`src/rtl/rxwake_pkg.sv`:
```
package rxwake_pkg;
  typedef enum logic [1:0] {
    ST_READY = 2'b00,
    ST_RUN   = 2'b01,
    ST_WAKE  = 2'b10
  } rxState_e;

  typedef struct packed {
    logic loadData;
    logic setFull;
  } dpStrobe_t;
endpackage

```
`src/rtl/rxwake_ctrl.sv`:
```
module rxwake_ctrl
  import rxwake_pkg::*;
(
  input  logic      clk,
  input  logic      rstN,
  input  logic      frameValid,
  input  logic      frameAddr,
  input  logic      idleDet,
  input  logic      modeIdle,
  input  logic      wakeSet,
  input  logic      fullNow,
  output dpStrobe_t strb,
  output rxState_e  state
);
  rxState_e stateNext;

  always_comb begin
    strb      = '0;
    stateNext = state;
    unique case (state)
      ST_READY, ST_RUN: begin
        if (frameValid) begin
          // awake: every frame is delivered
          strb.loadData = !fullNow;
          strb.setFull  = 1'b1;
          stateNext     = ST_RUN;
        end else if (idleDet && state == ST_RUN) begin
          stateNext = ST_READY;
        end
      end
      ST_WAKE: begin
        if (frameValid) begin
          // payload is still captured while asleep when the register is free
          strb.loadData = !fullNow;
          if (!modeIdle && frameAddr) begin
            strb.setFull = 1'b1;
            stateNext    = ST_RUN;
          end
        end
        if (modeIdle && idleDet) begin
          stateNext = ST_READY;
        end
      end
      default: stateNext = ST_READY;
    endcase
    if (wakeSet && state != ST_WAKE) begin
      stateNext = ST_WAKE;
    end
  end

  always_ff @(posedge clk) begin
    if (!rstN) state <= ST_READY;
    else       state <= stateNext;
  end
endmodule

```
`src/rtl/rxwake_dp.sv`:
```
module rxwake_dp
  import rxwake_pkg::*;
#(
  parameter int DATA_W = 8,
  parameter int ERR_W  = 3
) (
  input  logic              clk,
  input  logic              rstN,
  input  dpStrobe_t         strb,
  input  logic [DATA_W-1:0] frameData,
  input  logic              frameValid,
  input  logic [ERR_W-1:0]  errIn,
  input  logic              fullClr,
  input  logic              errClr,
  input  logic              rxIntEn,
  output logic [DATA_W-1:0] rxData,
  output logic              dataFull,
  output logic              rxIrq,
  output logic [ERR_W-1:0]  errFlags
);
  always_ff @(posedge clk) begin
    if (!rstN)              rxData <= '0;
    else if (strb.loadData) rxData <= frameData;
  end

  always_ff @(posedge clk) begin
    if (!rstN)             dataFull <= 1'b0;
    else if (fullClr)      dataFull <= 1'b0;
    else if (strb.setFull) dataFull <= 1'b1;
  end

  for (genvar i = 0; i < ERR_W; i++) begin : gErr
    always_ff @(posedge clk) begin
      if (!rstN)                        errFlags[i] <= 1'b0;
      else if (errClr)                  errFlags[i] <= 1'b0;
      else if (frameValid && errIn[i])  errFlags[i] <= 1'b1;
    end
  end

  assign rxIrq = dataFull & rxIntEn;
endmodule

```
`src/rtl/rxwake_top.sv`:
```
module rxwake_top
  import rxwake_pkg::*;
#(
  parameter int DATA_W = 8,
  parameter int ERR_W  = 3
) (
  input  logic              clk,
  input  logic              rstN,
  input  logic              frameValid,
  input  logic [DATA_W-1:0] frameData,
  input  logic              frameAddr,
  input  logic [ERR_W-1:0]  errIn,
  input  logic              idleDet,
  input  logic              modeIdle,
  input  logic              wakeSet,
  input  logic              rxIntEn,
  input  logic              fullClr,
  input  logic              errClr,
  output logic [DATA_W-1:0] rxData,
  output logic              dataFull,
  output logic              rxIrq,
  output logic [1:0]        rxState,
  output logic              wakeBit,
  output logic [ERR_W-1:0]  errFlags
);
  dpStrobe_t strb;
  rxState_e  state;

  rxwake_ctrl ctrl_i (
    .clk        (clk),
    .rstN       (rstN),
    .frameValid (frameValid),
    .frameAddr  (frameAddr),
    .idleDet    (idleDet),
    .modeIdle   (modeIdle),
    .wakeSet    (wakeSet),
    .fullNow    (dataFull),
    .strb       (strb),
    .state      (state)
  );

  rxwake_dp #(.DATA_W(DATA_W), .ERR_W(ERR_W)) dp_i (
    .clk        (clk),
    .rstN       (rstN),
    .strb       (strb),
    .frameData  (frameData),
    .frameValid (frameValid),
    .errIn      (errIn),
    .fullClr    (fullClr),
    .errClr     (errClr),
    .rxIntEn    (rxIntEn),
    .rxData     (rxData),
    .dataFull   (dataFull),
    .rxIrq      (rxIrq),
    .errFlags   (errFlags)
  );

  assign rxState = state;
  assign wakeBit = (state == ST_WAKE);
endmodule

```
`config.mk`:
```
export PLATFORM = sky130hd
export DESIGN_NAME = rxwake_top
export DESIGN_NICKNAME = d
export VERILOG_FILES = /design/src/rtl/rxwake_pkg.sv /design/src/rtl/rxwake_ctrl.sv /design/src/rtl/rxwake_dp.sv /design/src/rtl/rxwake_top.sv
export SDC_FILE = /design/constraint.sdc
export NUM_CORES = 1
export LEC_CHECK = 0
export ABC_AREA = 1
export BUFFER_PORTS_ARGS = -buffer_cell sky130_fd_sc_hd__buf_2
export CORE_MARGIN = 5
export CORE_UTILIZATION = 45
export DETAILED_ROUTE_END_ITERATION = 10
export PLACE_DENSITY = 0.81
export SYNTH_ARGS = -nofsm -noshare
export SYNTH_HDL_FRONTEND = slang
export SYNTH_SLANG_ARGS = --single-unit
```
`constraint.sdc`:
```
create_clock -name clk -period 2.85 [get_ports clk]
set_clock_uncertainty 0.05 [all_clocks]
set_input_delay 0.57 -clock clk [delete_from_list [all_inputs] [get_ports clk]]
set_output_delay 0.57 -clock clk [all_outputs]
set_load 0.03 [all_outputs]
```
---- After elaboration in Yosys (flattened, before gate mapping) ----
Index checks and enable logic that the tools add are counted.
Widths: inputs -> output; s select.
storage, ports and cells
  latch bits .............................. 0
  memory bits (read-only) ................. 0
  memories kept ........................... 0
  logic and storage cells ................. 45
  output and inout port bits .............. 16
  RAM bits ................................ 0
  bits of input ports ..................... 21
  register bits after elaboration ......... 14
operators by class
  equal/unequal tests ..................... 9
  multipliers ............................. 0
  magnitude comparators ................... 0
  bitwise logic cells ..................... 2
  $add $sub $neg .......................... 0
  muxes and demuxes ....................... 11
  div/mod/pow operators ................... 0
  shift operators ......................... 0
  reduce and logical (&&, ||, !) cells .... 16
operator list
  cell                number
  $mux 2              8
  $ne 4x2->1 const B  2
  $pmux 2 s2          2
  $reduce_or 2->1     4
  $logic_and 1x1->1   7
  $ne 3x2->1 const B  2
  $reduce_and 3->1    2
  $ne 4x1->1 const B  1
  $ne 3x1->1 const B  1
  $eq 2x1->1 const B  1
  $eq 2x2->1 const B  1
  $logic_not 1->1     2
  $logic_not 2->1     1
  $ne 2x2->1 const B  1
  $and 1x1->1         1
  $mux 1              1
  $not 1->1           1

---- Longest topological paths before layout ----
  depth after elaboration ................. 7
  mapped depth ............................ 6
  gate-level depth less buffers ........... 6

---- Modules after synthesis ----
From an unflattened synthesis, not the netlist that was laid out.
unflattened totals
  cells, all modules ...................... 100
  area total of the unflattened synthesis .. 656.9 um^2
by module, submodules not included
  module       instances  cells each  seq. area each (um^2)  area an instance (um^2)
  rxwake_dp    1          72          240.2                  493.0
  rxwake_ctrl  1          26          40.0                   153.9
  rxwake_top   1          2           0.0                    10.0

---- Worst setup path before layout ----
Ideal clock, no wire load.
  kind .................................... register to output
  start ................................... register ctrl_i.state[1]
  end ..................................... output port wakeBit
  buffers on the path ..................... 0
  arrival ................................. 0.979 ns
  data required time ...................... 2.230 ns
  stages on the path, launching flop included .. 3
  slack ................................... 1.251 ns
  cell sequence ........................... dfxtp_1 inv_1 nor2_2
between the ends
  cells in the longest elaborated chain, start to end .. 1
ends and longest elaborated chain
  item                      RTL line           text
  start: declaration        rxwake_ctrl.sv:13  output rxState_e state
  start signal: assignment  rxwake_ctrl.sv:53  else state <= stateNext;
  $eq 2x2->1                rxwake_top.sv:59   assign wakeBit = (state == ST_WAKE);
  end: declaration          rxwake_top.sv:23   output logic wakeBit,
No other way between the ends.

---- Worst setup path after layout ----
Same ends and word-level chain as after synthesis.

==> impl_metrics.csv <==
group,metric,value,unit
critical_path,path_cells,"inv_1 > nor2_2 > buf_2",
die,rows,13,
pwr,pwr-share-clk,29.0,%
clock_network,cts_setup_buffers,0,
pwr,intPower,327,uW
synth,synthDistinctLibCells,18,
place,place_hpwl,1.26,mm
synth,postSynthCellCount,79,
detailed_routing,vias,643,
synth,ys.flop_type,"dfxtp_1",
critical_path,cp_slowest_cell,"dfxtp_1",
global_routing,grt_first_pass_wirelength,2.49,mm
critical_path,cp.required,2230,ps
sta,finalSetupViolCount,0,
clock_network,numCtsBuffers,3,
synth,netlist_area,654,um2
pwr,ir_drop,0.357,mV
pwr,swShare,31.3,%
synth,postSynthAreaPerCell,8.28,um2
clock_network,clk_pin_slew,80,ps
die,die_w,48.1,um
pwr,p_total,476,uW
place,port_buffers,36,
critical_path,worstSetupPathType,"reg2out",
critical_path,worstPathMaxFanout,12,
sta,finalSetupTns,0,ps
pwr,p_switching,149,uW
sta,fin_crit_sh,73.2,%
critical_path,startpoint_type,"flip-flop",
synth,syn-num-nets,100,
die,die_h,48.1,um
place,routabilityCongestion,0.710,
pwr,seqPwrFrac,47.5,%
clock_network,ctsResizeCount,0,
sta,worstMarginPinSlew,571,ps
clock_network,clock_path_buffers,2,
status,status,"finished clean",
die,start_util,49.1,%
pwr,power.leakage,0.000433,uW
detailed_routing,first_iter_violations,1,
pwr,power_frac_comb,23.5,%
pwr,p_per_area,556,nW/um2
detailed_routing,wl_per_cell,11.8,um
synth,yosysWarnings,0,
global_routing,first_global_vias,607,
clock_network,htreeDepth,1,
layout,final_util,64.2,%
detailed_routing,first_pass_iters,3,
synth,synth_enable_flop_cells,0,
clock_network,root_buffer,"clkbuf_4",
layout,finalNetCount,138,
layout,stdcell_area,856,um2
synth,seq_area_frac_synth,42.8,%
critical_path,rrSetupSlack,1470,ps
global_routing,grt_start_max_net_pins,14,
sta,fin_crit,2080,ps
synth,synth-seq-cells,14,
global_routing,antenna_found_initial,0,
layout,drive_gt1_share,41.4,%
detailed_routing,wl,1.55,mm
die,core_area,1330,um2
hold_path,hp-class,"reg2reg",
sta,rsz0062_at_grt,"false",
sta,slew_violations,0,
sta,maxSlewHeadroom,61.9,%
layout,synthToLayoutAreaGrowth,30.8,%
die,ioPinCount,37,
detailed_routing,drc_errors,0,
clock_network,clk-insertion-delay-late,270,ps
clock_network,cts.sinks,14,
run,maxCapViolCount,0,
global_routing,track_usage,15.6,%
detailed_routing,ant_nets,0,
layout,antenna_cells,0,
sta,max_freq,480,MHz
critical_path,worst-endpoint-arrival,1460,ps
clock_network,cts_tree,"yes",
detailed_routing,post_drt_via_cell_ratio,4.91,
critical_path,cp-end-kind,"output pin",
sta,final_hold_viol_count,0,
clock_network,holdBufCountCts,0,
place,dpl_cell_area,820,um2
global_routing,grt-ovfl-total,0,
die,dieArea,2320,um2
synth,async_flop_share,0,%
critical_path,slowest_delay,630,ps
==> power groups by stage <==
stage	Sequential, uW	Combinational [uW]	Clock (uW)
floorplan	252	57.3	0
detailed placement	230	113	0
global placement	229	111	0
finish	226	112	138
CTS	226	113	144
global route	229	123	153
==> worst paths after layout <==
check | start | end | cells past startpoint
setup / recovery | ctrl_i.state[1]$_SDFFE_PN0P_ | wakeBit | 3
hold reg to reg | dp_i.errFlags[1]$_SDFFE_PP0P_ | dp_i.errFlags[1]$_SDFFE_PP0P_ | 2
hold / removal | dp_i.errFlags[1]$_SDFFE_PP0P_ | dp_i.errFlags[1]$_SDFFE_PP0P_ | 2
setup reg to reg | ctrl_i.state[1]$_SDFFE_PN0P_ | ctrl_i.state[0]$_SDFFE_PP0P_ | 5
==> kinds of logic (layout without fill, tap and decap cells) <==
group                  after synthesis  count (layout)  share of synthesized area, %
buffers and inverters               10              47                          9.56
flip-flops                          14              14                          42.8
AO/OA/AOI/OAI                       26              26                          25.8
AND/OR/NAND/NOR                     29              29                          21.8
==> layout make-up <==
type | instances | area (um2)
multi-input combinational | 55 | 312
fill | 127 | 478
timing repair buffer | 36 | 180
tap | 15 | 18.8
sequential | 14 | 280
clock buffer | 4 | 36.3
inverter | 7 | 28.8
==> synthesized netlist by cell type (2+ instances only) <==
cell	count	area share [%]
dfxtp_1	14	43
buf_6	3	5.2
inv_1	5	2.9
a211oi_1	8	9.2
o21ai_0	8	6.1
a21oi_2	2	2.7
o21ai_1	2	1.5
nand3_1	2	1.5
or2_1	2	1.9
nand2_1	9	5.2
nor2_1	13	7.5
a21oi_1	5	3.8
==> placed cells by master, fill, tap and decap left out, drive strengths merged <==
cell,synthesis,final
a211oi,8,8
a21oi,8,8
buf,3,36
clkbuf,0,4
dfxtp,14,14
inv,7,7
nand2,11,11
nand3,2,2
nor2,14,14
o21ai,10,10
or2,2,2
==> state kept, by name (all words and copies together), names as in the netlist <==
signal,flops
dp_i.dataFull,1
dp_i.rxData,8
ctrl_i.state,2
dp_i.errFlags,3
==> through the flow <==
| stage | hold WS, ps | worst slack (ps) | instances |
|---|---|---|---|
| after floorplan | 577 | 1250 | 79 |
| after global placement | 412 | 1150 | 127 |
| after detailed placement | 427 | 1080 | 127 |
| after CTS | 450 | 751 | 131 |
| after global routing | 490 | 644 | 131 |
| final | 442 | 765 | 131 |
==> routing by layer <==
layer  vias up  part of all wire (%)  GRT usage (%)
li1        341                     -              -
met1       282                    41           19.0
met2        18                    50           24.3
met3         2                   8.1           5.54
met4         0                  0.78           8.06
met5         -                     0              0
==> worst max-delay path: cells and delay by family, from the launching register on <==
family                 cells  cell delay [ps]
AND/OR/NAND/NOR            1              160
flip-flops                 1              630
buffers and inverters      2              400
Note: power is estimated with default switching activity, not from simulation.
